<file path="config.mk">
export PLATFORM = sky130hd
export DESIGN_NAME = tmr_clk_front
export DESIGN_NICKNAME = d
export VERILOG_FILES = /design/src/rtl/tcs_pkg.sv /design/src/rtl/tcs_sync_bank.sv /design/src/rtl/tcs_ext_mux.sv /design/src/rtl/tcs_chan_front.sv /design/src/rtl/tmr_clk_front.sv
export SDC_FILE = /design/constraint.sdc
export NUM_CORES = 1
export LEC_CHECK = 0
export ABC_AREA = 0
export BUFFER_PORTS_ARGS = -buffer_cell sky130_fd_sc_hd__buf_2
export CAP_MARGIN = 25
export CELL_PAD_IN_SITES_DETAIL_PLACEMENT = 1
export CELL_PAD_IN_SITES_GLOBAL_PLACEMENT = 2
export CORE_UTILIZATION = 22
export CTS_BUF_LIST = sky130_fd_sc_hd__clkbuf_16
export DETAILED_ROUTE_END_ITERATION = 6
export PLACE_DENSITY_LB_ADDON = 0.12
export SYNTH_ARGS = -nofsm -noshare
export SYNTH_HDL_FRONTEND = slang
export SYNTH_SLANG_ARGS = --single-unit
</file>
<file path="constraint.sdc">
create_clock -name clk -period 1.45 [get_ports clk]
set_clock_uncertainty 0.15 [all_clocks]
set_input_delay 0.0725 -clock clk [delete_from_list [all_inputs] [get_ports clk]]
set_output_delay 0.0725 -clock clk [all_outputs]
set_load 0.02 [all_outputs]
</file>
<file path="src/rtl/tcs_pkg.sv">
// Shared constants and helpers for the timer clock front end.
// Assumes a fixed group of three channels: the 2-bit line codes only
// have room for two chaining partners per line.
package tcs_pkg;
    localparam int NUM_CH     = 3;
    localparam int EXT_SEL_W  = 2;
    localparam int GATE_W     = 2;

    typedef enum logic [EXT_SEL_W-1:0] {
        EXT_PIN   = 2'd0,
        EXT_NONE  = 2'd1,
        EXT_PEER0 = 2'd2,
        EXT_PEER1 = 2'd3
    } ext_code_e;

    // Index of the k-th other channel (ascending) seen from a given line.
    function automatic int peer_of(input int line, input int k);
        return (k < line) ? k : k + 1;
    endfunction
endpackage

</file>
<file path="src/rtl/tcs_sync_bank.sv">
// Multi-stage flop synchronizer for a bus of independent asynchronous bits.
// Assumes each bit is a slow level; no bus coherency is provided.
module tcs_sync_bank #(
    parameter int WIDTH  = 3,
    parameter int STAGES = 2
) (
    input  logic             clk,
    input  logic             rst_n,
    input  logic [WIDTH-1:0] din,
    output logic [WIDTH-1:0] dout
);
    logic [WIDTH-1:0] stage_q [STAGES];

    generate
        for (genvar s = 0; s < STAGES; s++) begin : g_stage
            if (s == 0) begin : g_first
                // Capture the asynchronous input.
                always_ff @(posedge clk) begin
                    if (!rst_n) stage_q[0] <= '0;
                    else        stage_q[0] <= din;
                end
            end else begin : g_next
                // Shift through the remaining settling stages.
                always_ff @(posedge clk) begin
                    if (!rst_n) stage_q[s] <= '0;
                    else        stage_q[s] <= stage_q[s-1];
                end
            end
        end
    endgenerate

    assign dout = stage_q[STAGES-1];
endmodule

</file>
<file path="src/rtl/tcs_ext_mux.sv">
// Builds the group's external clock lines from synchronized pins or
// from the other channels' A outputs. Purely combinational.
// Assumes the A outputs are registered in the system clock domain.
module tcs_ext_mux
    import tcs_pkg::*;
(
    input  logic [NUM_CH-1:0]           pin_sync,
    input  logic [NUM_CH-1:0]           chan_a,
    input  logic [NUM_CH*EXT_SEL_W-1:0] ext_sel,
    output logic [NUM_CH-1:0]           ext_lvl
);
    generate
        for (genvar ln = 0; ln < NUM_CH; ln++) begin : g_line
            localparam int P0 = peer_of(ln, 0);
            localparam int P1 = peer_of(ln, 1);
            ext_code_e code;
            assign code = ext_code_e'(ext_sel[ln*EXT_SEL_W +: EXT_SEL_W]);

            // Pick the level driving this external line.
            always_comb begin
                unique case (code)
                    EXT_PIN:   ext_lvl[ln] = pin_sync[ln];
                    EXT_NONE:  ext_lvl[ln] = 1'b0;
                    EXT_PEER0: ext_lvl[ln] = chan_a[P0];
                    EXT_PEER1: ext_lvl[ln] = chan_a[P1];
                    default:   ext_lvl[ln] = 1'b0;
                endcase
            end
        end
    endgenerate
endmodule

</file>
<file path="src/rtl/tcs_chan_front.sv">
// One channel's front end: source select, edge polarity, gate, on/off
// state and the registered count-enable pulse.
// Assumes every source level is already in the system clock domain.
module tcs_chan_front
    import tcs_pkg::*;
#(
    parameter int NUM_TICK = 5,
    localparam int SRC_W   = $clog2(NUM_TICK + NUM_CH)
) (
    input  logic                clk,
    input  logic                rst_n,
    input  logic [NUM_TICK-1:0] tick_lvl,
    input  logic [NUM_CH-1:0]   ext_lvl,
    input  logic [SRC_W-1:0]    src_sel,
    input  logic                inv,
    input  logic [GATE_W-1:0]   gate,
    input  logic                cmd_wr,
    input  logic                cmd_en,
    input  logic                cmd_dis,
    output logic                cnt_en,
    output logic                clk_on
);
    logic src_lvl, src_prev, gate_ok, evt;

    // Select the counting source level from ticks or external lines.
    always_comb begin
        src_lvl = 1'b0;
        for (int t = 0; t < NUM_TICK; t++)
            if (src_sel == SRC_W'(t)) src_lvl = tick_lvl[t];
        for (int e = 0; e < NUM_CH; e++)
            if (src_sel == SRC_W'(NUM_TICK + e)) src_lvl = ext_lvl[e];
    end

    // Decide whether the burst gate lets an edge through.
    always_comb begin
        gate_ok = 1'b1;
        for (int g = 0; g < NUM_CH; g++)
            if (gate == GATE_W'(g + 1)) gate_ok = ext_lvl[g];
    end

    // Remember the previous source level for edge detection.
    always_ff @(posedge clk) begin
        if (!rst_n) src_prev <= 1'b0;
        else        src_prev <= src_lvl;
    end

    assign evt = inv ? (src_prev & ~src_lvl) : (~src_prev & src_lvl);

    // Track the on/off state; disable takes priority over enable.
    always_ff @(posedge clk) begin
        if (!rst_n) begin
            clk_on <= 1'b0;
        end else if (cmd_wr) begin
            if (cmd_dis)     clk_on <= 1'b0;
            else if (cmd_en) clk_on <= 1'b1;
        end
    end

    // Register the single-cycle count-enable pulse.
    always_ff @(posedge clk) begin
        if (!rst_n) cnt_en <= 1'b0;
        else        cnt_en <= evt & gate_ok & clk_on;
    end
endmodule

</file>
<file path="src/rtl/tmr_clk_front.sv">
// Top of the timer clock front end: pin synchronizers, external line mux,
// one front end per channel and the group sync clear.
// Assumes static configuration inputs while counting is of interest.
module tmr_clk_front
    import tcs_pkg::*;
#(
    parameter int NUM_TICK    = 5,
    parameter int SYNC_STAGES = 2,
    localparam int SRC_W      = $clog2(NUM_TICK + NUM_CH)
) (
    input  logic                        clk,
    input  logic                        rst_n,
    input  logic [NUM_TICK-1:0]         tick_i,
    input  logic [NUM_CH-1:0]           pin_clk_i,
    input  logic [NUM_CH-1:0]           chan_a_i,
    input  logic [NUM_CH*EXT_SEL_W-1:0] ext_sel_i,
    input  logic [NUM_CH*SRC_W-1:0]     src_sel_i,
    input  logic [NUM_CH-1:0]           inv_i,
    input  logic [NUM_CH*GATE_W-1:0]    gate_i,
    input  logic [NUM_CH-1:0]           cmd_wr_i,
    input  logic [1:0]                  cmd_i,
    input  logic                        sync_i,
    output logic [NUM_CH-1:0]           cnt_en_o,
    output logic [NUM_CH-1:0]           cnt_clr_o,
    output logic [NUM_CH-1:0]           clk_on_o
);
    logic [NUM_CH-1:0] pin_sync;
    logic [NUM_CH-1:0] ext_lvl;

    tcs_sync_bank #(.WIDTH(NUM_CH), .STAGES(SYNC_STAGES)) u_pin_sync (
        .clk  (clk),
        .rst_n(rst_n),
        .din  (pin_clk_i),
        .dout (pin_sync)
    );

    tcs_ext_mux u_ext_mux (
        .pin_sync(pin_sync),
        .chan_a  (chan_a_i),
        .ext_sel (ext_sel_i),
        .ext_lvl (ext_lvl)
    );

    generate
        for (genvar c = 0; c < NUM_CH; c++) begin : g_ch
            tcs_chan_front #(.NUM_TICK(NUM_TICK)) u_front (
                .clk     (clk),
                .rst_n   (rst_n),
                .tick_lvl(tick_i),
                .ext_lvl (ext_lvl),
                .src_sel (src_sel_i[c*SRC_W +: SRC_W]),
                .inv     (inv_i[c]),
                .gate    (gate_i[c*GATE_W +: GATE_W]),
                .cmd_wr  (cmd_wr_i[c]),
                .cmd_en  (cmd_i[0]),
                .cmd_dis (cmd_i[1]),
                .cnt_en  (cnt_en_o[c]),
                .clk_on  (clk_on_o[c])
            );
        end
    endgenerate

    // Broadcast the sync command as one aligned clear to every counter.
    always_ff @(posedge clk) begin
        if (!rst_n) cnt_clr_o <= '0;
        else        cnt_clr_o <= {NUM_CH{sync_i}};
    end
endmodule

</file>
==> results.toml <==
[synth]
async_reset_ff_frac = 0
synth_fa_ha_area_frac = 0
synth_flop_cell = "dfxtp_1"
synthMuxAreaShare = 0.1244
synth_top_area_share = 0.3092
ys_types = 29
synth_compound_area_frac = 0.2440
synth_xor_area_frac = 0
syn_area_mm2 = 0.001036
ys_ff_latch = 16
seq_area_frac_synth = 0.3092
synth_edf_count = 0
synth_area_per_cell_um2 = 8.855
yosysWarnings = 0
synth_area_leaders = "dfxtp_1 (31%), nand2_1 (7.2%), buf_4 (5.8%)"
synth_simple_gate_area_frac = 0.2319
synthCells = 117
synth_top_family_by_area = "compound AO/OA/AOI/OAI gates"
syn_nets = 160
yosysTopAreaCell = "dfxtp_1"

[placement]
placed_cells = 226
place.gp.congestion = 0.7726
place_area_mm2 = 0.001410
dpl_worst_slack_ns = -0.2955
dp_hpwl_um = 2643
place.port_buffers = 51

[global_routing]
grt_pass1_wl_um = 5216
grt_usage = 0.1326
grt_pass1_vias = 1218
grt_max_degree = 17
antenna_found_initial = 0
grt-ovfl-total = 0

[cells_and_area]
final_util = 0.3837
fin_nets = 239
drive_above_1_share = 0.4897
n_antenna_cell = 0
syn2layout_area_growth_pct = 64.61
finalNonFillerCells = 246
postLayoutCellArea_mm2 = 0.001705

[pwr]
peakVddDrop_mv = 0.3673
p_leak_uw = 0.0007905
p_per_area_mw_per_mm2 = 788.3

[setup_path]
cpMaxStageDelayCell = "dfxtp_2"
cp-start-kind = "register"
rr_endpoint = "g_ch[2].u_front.cnt_en"
worst_ep_required_time_ns = 1.43
worstPathCellList = "nor3b_4 -> a211oi_2 -> o41ai_2 -> buf_4 -> nor3_1 -> o2111a_1"
arrival_ns = 1.64
cpPeakStageDelay_ns = 0.31
path_buf_inv = 1
crit_start = "u_pin_sync.stage_q[1][1]"
cp.depth = 6
cp-end-kind = "register"
crit_type = "reg -> reg"
worstRegToRegCells = 6
r2r_setup_slack_ns = -0.21
path_max_fanout = 4
endpoint = "g_ch[2].u_front.cnt_en"
crit-reg2reg-launch = "u_pin_sync.stage_q[1][1]"
cp_top_family = "compound AO/OA/AOI/OAI gates"

[floorplanning]
core-area_mm2 = 0.004444
ios = 52
row_count = 24
die_x_um = 70.62
start_util = 0.2331
die_h_um = 70.62
die_area_mm2 = 0.004987

[clock_network]
cts-root-buf = "clkbuf_16"
cts_max_level = 1
clk_latency_ns = 0.24
cts_buffer_depth = 2
cts_sinks = 16
clkTransAtPathRegs_ns = 0.05
cts_tree = "yes"
cts-buffers-inserted = 3

[run]
maxCapViolCount = 0

[route]
dr.pass1.iters = 5
final_antenna_net_count = 0
routed_wl_um = 3283
detailroute.via_count = 1156
drt_iter0_markers = 24
detail_route.wl_per_cell_um = 13.35
viasPerCell = 4.699
drc = 12

[run_status]
status = "finished, violations left"
violations = "design-rule violations, negative setup slack"

[timing]
setup_viol = 6
drv_slew = 0
hold_ws_ns = 0.03253
period_minus_slack_ns = 1.656
fin_ws_ns = -0.2060
min_period_over_period = 1.142
rsz0062_at_grt = "true"
hold_violations = 0
max_slew_margin = 0.6736
worst_slew_pin_slew_ns = 0.4773
fmax_ghz = 0.6039

[hold_path]
worst_hold_path_type = "in -> reg"
metrics by stage:
| stage | setup TNS, ns | total power, uW |
|---|---|---|
| after floorplan | -0.07498 | 629.5 |
| after global placement | -0.9953 | 777.6 |
| after detailed placement | -1.200 | 783.6 |
| after CTS | -0.6189 | 1345 |
| after global routing | -1.373 | 1420 |
| final | -0.6880 | 1344 |
area by class of cell:
class                      instances  area (um2)
clock buffer                       3       75.07
inverter                           8       30.03
tap                               52       65.06
multi-input combinational         84       686.9
fill                             536        2739
sequential                        16       322.8
timing repair buffer              83       525.5
per-layer routing:
| layer | GRT usage | wire [um] | vias to the layer above |
|---|---|---|---|
| met5 | 0 | 0 | - |
| met4 | 0.05556 | 74 | 0 |
| met3 | 0.02707 | 197 | 7 |
| met2 | 0.2416 | 1729 | 40 |
| met1 | 0.1507 | 1280 | 534 |
| li1 | - | - | 575 |
flip-flops by register name, summed over array words and instances (netlist names):
name,cells
u_pin_sync.stage_q,6
cnt_clr_o,1
g_ch.u_front.cnt_en,3
g_ch.u_front.src_prev,3
g_ch.u_front.clk_on,3
cell families (layout without fill, tap and decap cells):
logic type / count (synthesis) / after routing
compound gates: 27 / 27
flops: 16 / 16
mux: 8 / 8
simple gates: 49 / 49
buf+inv: 17 / 94
cell usage in the layout (no fill, tap or decap), types with 4 or more instances in the layout:
master	netlist	final
buf_4	8	20
a21oi_1	5	5
nand2_1	20	20
nor2_1	12	12
buf_2	0	51
dfxtp_1	16	14
inv_1	8	8
nor3_1	5	4
and2_1	7	7
dlygate4sd3_1	0	12
power by group:
part	internal [uW]	switching [uW]
logic	189	167
clock network	361	154
registers	464	10.7
cell usage after synthesis, types with 2 or more instances:
master	n
mux2i_1	2
a2111oi_2	2
dfxtp_1	16
buf_4	8
a2111oi_0	6
nor3_1	5
mux2_2	2
mux4_2	2
a21oi_1	5
nor2b_1	2
inv_1	8
nor2_1	12
a221oi_1	2
o21a_1	2
and2_1	7
a211oi_2	3
nand2_1	20
a21oi_2	2
worst min-delay path by stage:
stage	cells after the start	startpoint	end	slack, ns
2_1_floorplan	1	pin_clk_i[0]	u_pin_sync.stage_q[0][0]	0.04
3_3_place_gp	2	sync_i	cnt_clr_o[0]	0.13
3_5_place_dp	2	pin_clk_i[0]	u_pin_sync.stage_q[0][0]	0.13
4_1_cts	3	rst_n	g_ch[2].u_front.clk_on	0.04
5_1_grt	3	rst_n	g_ch[2].u_front.clk_on	0.06
6_report	3	rst_n	g_ch[2].u_front.clk_on	0.03
worst register-to-register path: stages, from the launching register on:
cell	delay, ns
dfxtp_2	0.31
nor3b_4	0.25
a211oi_2	0.06
o41ai_2	0.30
buf_4	0.19
nor3_1	0.04
o2111a_1	0.24
what timing repair did:
action / 4_1_cts / 5_1_grt
hold buffers: 12 / 1
gates resized for setup: 6 / 7
setup endpoints to repair: 6 / 7
pin swaps: 2 / 5
buffers inserted: 2 / 3
endpoints found under the hold margin: 9 / 1
Power figures use the tool's default switching activity.
